===== config.mk =====
export PLATFORM = sky130hd
export DESIGN_NAME = dram_strobe_decoder
export DESIGN_NICKNAME = d
export VERILOG_FILES = /design/src/rtl/dram_strobe_decoder.sv
export SDC_FILE = /design/constraint.sdc
export NUM_CORES = 1
export LEC_CHECK = 0
export CAP_MARGIN = 20
export CORE_MARGIN = 5
export CORE_UTILIZATION = 35
export CTS_CLUSTER_DIAMETER = 120
export DETAILED_ROUTE_END_ITERATION = 16
export DONT_BUFFER_PORTS = 1
export GPL_TIMING_DRIVEN = 1
export HOLD_SLACK_MARGIN = 0.03
export SYNTH_ARGS = -nofsm -noshare
export SYNTH_HDL_FRONTEND = slang
export SYNTH_SLANG_ARGS = --single-unit

===== constraint.sdc =====
create_clock -name clk -period 4.1 [get_ports clk]
set_input_delay 0.82 -clock clk [delete_from_list [all_inputs] [get_ports clk]]
set_output_delay 0.82 -clock clk [all_outputs]
set_load 0.02 [all_outputs]

===== src/rtl/dram_strobe_decoder.sv =====
module dram_strobe_decoder #(
  parameter int AW = 10
) (
  input  logic          clk,
  input  logic          rst_n,
  input  logic          ras_n,
  input  logic          lcas_n,
  input  logic          ucas_n,
  input  logic          we_n,
  input  logic          oe_n,
  input  logic [AW-1:0] addr,
  output logic [AW-1:0] row_q,
  output logic [AW-1:0] col_q,
  output logic [AW-1:0] refresh_row,
  output logic          drv_lo,
  output logic          drv_hi,
  output logic          wstb_lo,
  output logic          wstb_hi,
  output logic          mode_vld,
  output logic [2:0]    mode
);
  localparam logic [2:0] M_ROWREF = 3'd1, M_CBR = 3'd2, M_HIDDEN = 3'd3,
                         M_RD_BYTE = 3'd4, M_RD_WORD = 3'd5,
                         M_WR_EARLY = 3'd6, M_WR_LATE = 3'd7;
  localparam logic [AW-1:0] ONE = {{(AW-1){1'b0}}, 1'b1};

  logic ras_q, lcas_q, ucas_q, we_q;
  logic in_rfsh, in_hid, hold;
  logic f_lo, f_hi, f_early, f_late;
  logic rd_lo, rd_hi, rd_lo_nx, rd_hi_nx;
  logic [2:0] mode_nx;

  wire ras_fall  = ras_q & ~ras_n;
  wire ras_rise  = ~ras_q & ras_n;
  wire cas_any   = ~lcas_n | ~ucas_n;
  wire cas_any_q = ~lcas_q | ~ucas_q;
  wire acc_now   = ~ras_n & (ras_fall ? ~cas_any : ~in_rfsh);
  wire grp_start = acc_now & cas_any & ~cas_any_q;
  wire lo_fall   = acc_now & ~lcas_n & lcas_q;
  wire hi_fall   = acc_now & ~ucas_n & ucas_q;
  wire late_we   = acc_now & cas_any & cas_any_q & we_q & ~we_n;
  wire wlo_now   = acc_now & ~lcas_n & ~we_n;
  wire whi_now   = acc_now & ~ucas_n & ~we_n;

  always_comb begin
    rd_lo_nx = rd_lo;
    if (lcas_n)       rd_lo_nx = 1'b0;
    else if (lo_fall) rd_lo_nx = we_n;
    rd_hi_nx = rd_hi;
    if (ucas_n)       rd_hi_nx = 1'b0;
    else if (hi_fall) rd_hi_nx = we_n;
  end

  always_comb begin
    if (in_rfsh)               mode_nx = in_hid ? M_HIDDEN : M_CBR;
    else if (!(f_lo || f_hi))  mode_nx = M_ROWREF;
    else if (f_late)           mode_nx = M_WR_LATE;
    else if (f_early)          mode_nx = M_WR_EARLY;
    else if (f_lo && f_hi)     mode_nx = M_RD_WORD;
    else                       mode_nx = M_RD_BYTE;
  end

  always_ff @(posedge clk) begin
    if (!rst_n) begin
      ras_q <= 1'b1; lcas_q <= 1'b1; ucas_q <= 1'b1; we_q <= 1'b1;
      in_rfsh <= 1'b0; in_hid <= 1'b0; hold <= 1'b0;
      f_lo <= 1'b0; f_hi <= 1'b0; f_early <= 1'b0; f_late <= 1'b0;
      rd_lo <= 1'b0; rd_hi <= 1'b0;
      row_q <= '0; col_q <= '0; refresh_row <= '0;
      drv_lo <= 1'b0; drv_hi <= 1'b0; wstb_lo <= 1'b0; wstb_hi <= 1'b0;
      mode_vld <= 1'b0; mode <= 3'd0;
    end else begin
      ras_q <= ras_n; lcas_q <= lcas_n; ucas_q <= ucas_n; we_q <= we_n;
      rd_lo <= rd_lo_nx;
      rd_hi <= rd_hi_nx;
      drv_lo <= rd_lo_nx & ~lcas_n & ~oe_n;
      drv_hi <= rd_hi_nx & ~ucas_n & ~oe_n;
      wstb_lo <= wlo_now & (lcas_q | we_q);
      wstb_hi <= whi_now & (ucas_q | we_q);

      if (!cas_any)       hold <= 1'b0;
      else if (grp_start) hold <= 1'b1;

      if (ras_fall) begin
        in_rfsh <= cas_any;
        in_hid  <= cas_any & hold;
        row_q   <= cas_any ? refresh_row : addr;
        f_lo <= 1'b0; f_hi <= 1'b0; f_early <= 1'b0; f_late <= 1'b0;
      end else begin
        if (lo_fall) f_lo <= 1'b1;
        if (hi_fall) f_hi <= 1'b1;
        if (grp_start && !we_n) f_early <= 1'b1;
        if (late_we) f_late <= 1'b1;
      end

      if (grp_start) col_q <= addr;

      mode_vld <= ras_rise;
      if (ras_rise) begin
        mode <= mode_nx;
        if (in_rfsh) refresh_row <= refresh_row + ONE;
      end
    end
  end
endmodule


==> impl_metrics.tcl, run 1 <==
set metrics [dict create \
    port_buffers 0 \
    rr_worst_depth 4 \
    final_nets 218 \
    avgViaCountPerCell 5.00 \
    die_x_um 86.0 \
    timing.max_cap.violations 0 \
    grt_pass1_wl_um 7090 \
    start_kind "input port" \
    root_buffer "clkbuf_8" \
    crit_type "in2reg" \
    holdBufCountCts 0 \
    switching_share_pct 24.4 \
    die_area_sq_um 7390 \
    cp.arrival_ns 2.44 \
    synth-warning-count 0 \
    powerDensity_nw_per_um2 398 \
    area.growth.synth_to_final_pct 5.95 \
    startpoint "lcas_n" \
    p_sw_mw 0.208 \
    antenna_found_initial 0 \
    clock_sinks 51 \
    hp-class "reg2reg" \
    async_reset_ff_share_pct 0 \
    insertion_delay_ns 0.31 \
    clock.fmax_ghz 0.449 \
    synth_flop_cell "dfxtp_1" \
    drv_slew 0 \
    overflow 0 \
    setup_tns_ns 0 \
    clk_pin_slew_worst_paths_ns 0.09 \
    detail_route.first_pass.iterations 4 \
    ys_seq_area_share_pct 50.6 \
    dp_hpwl_um 2990 \
    post-place-ws_ns 1.47 \
    setup_violations 0 \
    holdPathStages 2 \
    p_seq_share_pct 61.3 \
    num_rows 27 \
    synth.avg_cell_area_sq_um 10.0 \
    post_cts_buffers 0 \
    netlist.area_leader.share_pct 50.6 \
    p_int_mw 0.643 \
    diodes 0 \
    ir_drop_v 0.000127 \
    holdCritStartpoint "in_hid" \
    cp-end-kind "flop" \
    synthTopCellsByArea "dfxtp_1, mux2i_1, nor2b_1" \
    rsz0062_at_grt "no" \
    drive_above_1_share_pct 5.97 \
    grt_max_degree 35 \
    reg2reg_slack_ns 2.14 \
    cp_max_fo 14 \
    r2r-start "in_rfsh" \
    comb_power_share_pct 4.4 \
    synth_common_cells "dfxtp_1, mux2i_1, nand2_1" \
    timing.final.crit_share_pct 54.4 \
    pwr-share-clk_pct 34.4 \
    die_h_um 86.0 \
    dr.first_iter.drc_count 61 \
    synth_seq_cells 51 \
    cts_tree "built" \
    synthCells 202 \
    whs_endpoint "in_hid" \
    synth_edf_count 0 \
    yosys.area.top_type "dfxtp_1" \
    slew-limit-headroom_pct 30.2 \
    core_area_sq_um 5570 \
    vias 1366 \
    synth_cell_types 31 \
    ios 55 \
    regToRegEndpoint "col_q[1]" \
    routed_wl_um 4310 \
    gr-usage-all-layers_pct 12.4 \
    yosys.cell_count.top_type "dfxtp_1" \
    ant_nets 0 \
    worst_slack_ns 1.87 \
    grt_pass1_vias 1308 \
    clockBufferDepth 2 \
    globalplace.congestion 0.725 \
    required_ns 4.31 \
    fin_skew_ns 0.00891 \
    nFillCells 568 \
    htreeDepth 2 \
    worst_slew_pin_slew_ns 1.04 \
    fin_crit_ns 2.23 \
    cts_buffers 5 \
    post_cts_resized 0 \
    post_drt_wl_per_cell_um 15.8 \
    hold_viol 0 \
    leakagePower_nw 0.801 \
    route.detailed.drc 0 \
    syn_area_sq_um 2020 \
    status "complete, no violations" \
    syn-num-nets 220 \
    initial_core_util_pct 36.2 \
]
[flip-flops by register name, indices dropped and copies added, names as in the netlist, 3 cells and up]
name / count
col_q: 10
mode: 3
refresh_row: 10
row_q: 10
[cell families after synthesis]
kind of cell | count (synthesis) | synth area share [%]
compound gates | 23 | 6.75
buf+inv | 9 | 2.85
xor+xnor | 7 | 3.04
flops | 51 | 50.6
simple gates | 87 | 24.3
mux | 24 | 11.9
fa+ha+maj | 1 | 0.619
[critical path: stages]
cell and delay (ns):
nand2_1 0.54, nor3b_4 0.75, mux2i_1 0.26, nor2b_1 0.06
[routing by layer]
layer | part of all wire [%] | track usage, % | vias to the layer above
li1 | - | - | 682
met1 | 43 | 14.8 | 643
met2 | 47 | 19.6 | 36
met3 | 7.9 | 5.09 | 5
met4 | 1.8 | 5.18 | 0
met5 | 0 | 0 | -
[layout make-up]
cell class / instances / area [sq um] / share of cell area, %
sequential: 51 / 1020 / 47.7
multi-input combinational: 142 / 941 / 44.0
tap: 72 / 90.1 / 4.21
clock buffer: 5 / 68.8 / 3.22
clock inverter: 3 / 18.8 / 0.877
[worst max-delay path by stage]
| stage | end | slack, ns | cells after the start |
|---|---|---|---|
| floorplan | col_q[0] | 2.06 | 6 |
| global placement | col_q[0] | 1.53 | 4 |
| detailed placement | col_q[1] | 1.47 | 4 |
| CTS | col_q[1] | 1.80 | 4 |
| global route | col_q[5] | 1.72 | 4 |
| finish | col_q[1] | 1.87 | 4 |
[power groups by stage]
stage | logic, mW | clock network, mW | registers [mW]
final | 0.0370 | 0.292 | 0.521
after global routing | 0.0418 | 0.328 | 0.523
after CTS | 0.0379 | 0.303 | 0.521
after detailed placement | 0.0377 | 0 | 0.533
after global placement | 0.0372 | 0 | 0.533
after floorplan | 0.0383 | 0 | 0.529
[metrics by stage]
step,hold WS (ns),power (mW),instances,util (%),area (sq um)
global placement,0.445,0.570,265,36.8,2050
finish,0.489,0.851,273,38.4,2140
CTS,0.493,0.863,273,38.4,2140
floorplan,0.416,0.567,202,-,2020
global route,0.555,0.893,273,38.4,2140
detailed placement,0.465,0.571,265,36.8,2050
[cell usage in the layout, fill, tap and decap left out, types with 3 or more instances in the layout]
cell type and n:
nor3_1 4, xnor2_1 4, mux2i_1 24, clkbuf_8 5, nand2_1 21, nand2b_1 8
nor2b_1 16, nor4_1 3, xor2_1 3, nor2_1 10, o21ai_0 13, and2_1 8
a21oi_1 3, nand3_1 7, dfxtp_1 51
(Power assumes the default switching activity.)
==> inputs of run 2 (changes only) <==
Clock period 4.1 ns to 2 ns, I/O delays scaled along.
==> impl_metrics.tcl, run 2 (synthesis gave the netlist of run 1 again) <==
set metrics [dict create \
    die_area_sq_um 7390 \
    final_cells 280 \
    cp_slowest_cell "or3_4" \
    die_h_um 86.0 \
    detail_route.first_pass.iterations 4 \
    path_cells "or3_4 > nor3b_4 > buf_4 > mux2i_1 > nor2b_1" \
    reg_top3 "col_q (10), refresh_row (10), row_q (10)" \
    insertion_delay_ns 0.30 \
    required_ns 2.20 \
    routed_wl_um 4420 \
    hp-class "in2reg" \
    initial_core_util_pct 36.2 \
    port_buffers 0 \
    die_x_um 86.0 \
    slew-limit-headroom_pct 70.7 \
    diodes 0 \
    status "complete, no violations" \
    powerDensity_nw_per_um2 856 \
    fin_skew_ns 0.00370 \
    overflow 0 \
    hold_viol 0 \
    clk_pin_slew_worst_paths_ns 0.09 \
    grt_pass1_vias 1322 \
    post_drt_wl_per_cell_um 15.8 \
    gr-usage-all-layers_pct 12.6 \
    finalPower_mw 1.91 \
    cp_num_buf_inv 1 \
    cts_tree "built" \
    cp-end-kind "flop" \
    grt_max_degree 35 \
    worst_slew_pin_slew_ns 0.439 \
    grt_pass1_wl_um 7200 \
    final_nets 225 \
    cp_max_fo 11 \
    setup_tns_ns 0 \
    ant_nets 0 \
    cp.arrival_ns 1.93 \
    setup_violations 0 \
    layout_commonest_cell "dfxtp_1" \
    drv_slew 0 \
    most-common-layout-cells "dfxtp_1, mux2i_1, nand2_1, nor2b_1, o21ai_0" \
    crit_family "simple AND/OR/NAND/NOR gates" \
    cts_buffers 5 \
    timing.max_cap.violations 0 \
    dp.cells 271 \
    core_area_sq_um 5570 \
    globalplace.congestion 0.790 \
    htreeDepth 2 \
    route.detailed.drc 0 \
    dr.first_iter.drc_count 66 \
    start_kind "flop" \
    area.growth.synth_to_final_pct 10.4 \
    clock_sinks 51 \
    rsz0062_at_grt "no" \
    vias 1369 \
    post_cts_resized 0 \
    nFillCells 571 \
    holdBufCountCts 0 \
    timing.final.crit_share_pct 86.1 \
    drive_above_1_share_pct 9.13 \
    ios 55 \
    antenna_found_initial 0 \
    fin_crit_ns 1.72 \
    avgViaCountPerCell 4.89 \
    post_cts_buffers 0 \
    crit_type "reg2reg" \
    leakagePower_nw 0.852 \
    num_rows 27 \
    slowest_delay_ns 0.48 \
    clockBufferDepth 2 \
    clock.fmax_ghz 0.581 \
    ir_drop_v 0.000460 \
    dp_hpwl_um 3130 \
    root_buffer "clkbuf_8" \
]
-- run 2: area by class of cell --
cell class,instances,area (sq um),share of cell area [%]
multi-input combinational,142,941,42.2
sequential,51,1020,45.8
clock buffer,6,82.6,3.70
clock inverter,2,38.8,1.74
tap,72,90.1,4.04
timing repair buffer,7,56.3,2.53
-- run 2: worst paths after layout --
check,startpoint,endpoint,slack (ns),cells after the start
worst max-delay path,in_rfsh,col_q[8],0.28,5
worst min-delay path,oe_n,drv_lo,0.16,1
worst max register to register,in_rfsh,col_q[8],0.28,5
worst min register to register,hold,in_hid,0.48,2
-- run 2: per-layer routing --
| layer | vias to the layer above | GRT usage, % | share of wire [%] |
|---|---|---|---|
| met5 | - | 0 | 0 |
| met3 | 4 | 4.32 | 6.4 |
| met2 | 32 | 20.0 | 47 |
| met4 | 0 | 5.18 | 1.3 |
| met1 | 633 | 15.5 | 45 |
| li1 | 700 | - | - |
-- run 2: stage by stage --
step / hold slack [ns] / area, sq um / setup slack (ns) / util [%]
3_3_place_gp: 0.455 / 2100 / 0.352 / 37.6
6_report: 0.161 / 2230 / 0.278 / 40.0
2_1_floorplan: 0.416 / 2020 / 0.344 / -
5_1_grt: 0.128 / 2230 / 0.143 / 40.0
4_1_cts: 0.147 / 2220 / 0.271 / 39.8
3_5_place_dp: 0.474 / 2100 / 0.277 / 37.6
-- run 2: power breakdown --
part	total (mW)	switching, mW	internal, mW
registers	1.07	0.0311	1.04
logic	0.0859	0.0445	0.0414
clock network	0.757	0.345	0.412
total	1.91	0.421	1.49
==> inputs of run 3 (changes only) <==
Settings changed: ABC_AREA from default to 1.
==> impl_metrics.tcl, run 3 <==
set metrics [dict create \
    cp_max_fo 4 \
    fin_skew_ns 0.0137 \
    vias 1654 \
    clock.fmax_ghz 0.736 \
    slew-limit-headroom_pct 71.7 \
    grt_max_degree 24 \
    timing.final.crit_share_pct 67.9 \
    hold_slack_ns 0.160 \
    holdPathStages 1 \
    drive_above_1_share_pct 7.35 \
    diodes 0 \
    hold_viol 0 \
    cp-end-kind "flop" \
    p_seq_share_pct 60.6 \
    root_buffer "clkbuf_8" \
    timing.max_cap.violations 0 \
    avgViaCountPerCell 4.81 \
    finalPower_mw 1.80 \
    synth_flop_cell "dfxtp_1" \
    p_int_mw 1.33 \
    initial_core_util_pct 36.3 \
    layout_commonest_cell "dfxtp_1" \
    grt_pass1_vias 1529 \
    clk_pin_slew_worst_paths_ns 0.10 \
    ys_seq_area_share_pct 50.7 \
    synth_cell_types 28 \
    syn_area_sq_um 2010 \
    synth.avg_cell_area_sq_um 7.48 \
    gr-usage-all-layers_pct 13.1 \
    num_rows 27 \
    globalplace.congestion 0.799 \
    detail_route.first_pass.iterations 4 \
    post_cts_resized 0 \
    antenna_found_initial 0 \
    hp-class "in2reg" \
    cp_slowest_cell "dfxtp_1" \
    die_x_um 85.8 \
    reg_top3 "col_q (10), refresh_row (10), row_q (10)" \
    async_reset_ff_share_pct 0 \
    dp_hpwl_um 3630 \
    path_cells "nand3_1 > nor2_4 > nand3_2 > nor2_1 > nand2_1 > nand2_1 > nor2_1" \
    dr.first_iter.drc_count 56 \
    start_kind "flop" \
    yosys.cell_count.top_type "dfxtp_1" \
    core_area_sq_um 5540 \
    pwr-share-clk_pct 33.9 \
    htreeDepth 2 \
    place_area_sq_um 2090 \
    ir_drop_v 0.000393 \
    port_buffers 0 \
    insertion_delay_ns 0.31 \
    comb_power_share_pct 5.5 \
    synth_edf_count 0 \
    post_drt_wl_per_cell_um 14.0 \
    reg2reg_slack_ns 0.64 \
    cts_tree "built" \
    leakagePower_nw 0.852 \
    r2r-start "refresh_row[0]" \
    switching_share_pct 26.2 \
    fin_crit_ns 1.36 \
    required_ns 2.20 \
    setup_tns_ns 0 \
    synthTopCellsByArea "dfxtp_1, a21oi_1, nor2_1" \
    setup_violations 0 \
    design_area_sq_um 2190 \
    synth_seq_cells 51 \
    slowest_delay_ns 0.51 \
    holdCritStartpoint "oe_n" \
    post_cts_buffers 0 \
    ios 55 \
    grt_pass1_wl_um 7640 \
    route.detailed.drc 0 \
    whs_endpoint "drv_lo" \
    cp.arrival_ns 1.56 \
    clockBufferDepth 2 \
    netlist.area_leader.share_pct 50.7 \
    most-common-layout-cells "dfxtp_1, nor2_1, nand2_1, a21oi_1, inv_1" \
    die_h_um 85.8 \
    status "complete, no violations" \
    synthCells 269 \
    holdBufCountCts 0 \
    final_nets 289 \
    regToRegEndpoint "refresh_row[7]" \
    die_area_sq_um 7370 \
    yosys.area.top_type "dfxtp_1" \
    rsz0062_at_grt "no" \
    worst_slew_pin_slew_ns 0.424 \
    drv_slew 0 \
    startpoint "refresh_row[0]" \
    ant_nets 0 \
    cts_buffers 5 \
    p_sw_mw 0.471 \
    synth-warning-count 0 \
    clock_sinks 51 \
    crit_type "reg2reg" \
    area.growth.synth_to_final_pct 8.71 \
    rr_worst_depth 7 \
    overflow 0 \
    syn-num-nets 287 \
    powerDensity_nw_per_um2 822 \
    routed_wl_um 4830 \
    synth_common_cells "dfxtp_1, nor2_1, nand2_1" \
]
run 3: cell types whose count changed after synthesis, sizes merged, moves of 16 or more:
cell,change
nor2b,-16
a21oi,+33
nand2,+21
mux2i,-24
inv,+33
nor2,+34
run 3: how the worst max path moves through the flow:
stage          depth (start not counted)  slack, ns              to
6_report                               7       0.64  refresh_row[7]
5_1_grt                                6       0.47  refresh_row[8]
4_1_cts                                7       0.62  refresh_row[8]
3_5_place_dp                           7       0.65  refresh_row[7]
3_3_place_gp                           6       0.66  refresh_row[8]
2_1_floorplan                          7       0.77  refresh_row[7]
run 3: stage by stage:
step / std cells / setup slack, ns / utilization [%]
after CTS: 344 / 0.620 / 39.5
after global routing: 344 / 0.474 / 39.5
after floorplan: 269 / 0.770 / -
after detailed placement: 336 / 0.646 / 37.8
final: 344 / 0.641 / 39.5
after global placement: 336 / 0.659 / 37.8
run 3: critical path, delay by kind of cell, from the launching register on:
| kind | cells | cell delay, ns |
|---|---|---|
| simple gates | 7 | 0.74 |
| flops | 1 | 0.51 |
run 3: power groups by stage:
| stage | Clock, mW | Sequential, mW | Combinational (mW) |
|---|---|---|---|
| 2_1_floorplan | 0 | 1.11 | 0.0813 |
| 4_1_cts | 0.631 | 1.09 | 0.0989 |
| 3_5_place_dp | 0 | 1.11 | 0.0985 |
| 3_3_place_gp | 0 | 1.11 | 0.0966 |
| 6_report | 0.610 | 1.09 | 0.0987 |
| 5_1_grt | 0.664 | 1.09 | 0.113 |
run 3: layout make-up:
class	instances	area, sq um
timing repair buffer	4	30.0
tap	72	90.1
multi-input combinational	175	826
clock inverter	3	23.8
inverter	34	128
sequential	51	1020
clock buffer	5	68.8
fill	605	3350
run 3: metal layers:
metal / up-vias / wire length, um / GRT usage (%)
met1: 746 / 2230 / 16.5
li1: 869 / - / -
met5: - / 0 / 0
met3: 7 / 286 / 3.46
met2: 32 / 2250 / 21.4
met4: 0 / 57 / 4.75
run 3: logic make-up (layout without fill, tap and decap cells):
family / count (synthesis) / in the layout / synth area share [%]
buffers and inverters: 43 / 46 / 8.21
xor gates and xnor gates: 1 / 1 / 0.435
DFF: 51 / 51 / 50.7
AOI/OAI and AO/OA: 67 / 67 / 17.2
and+or+nand+nor: 106 / 106 / 22.8
adders and majority gates: 1 / 1 / 0.622
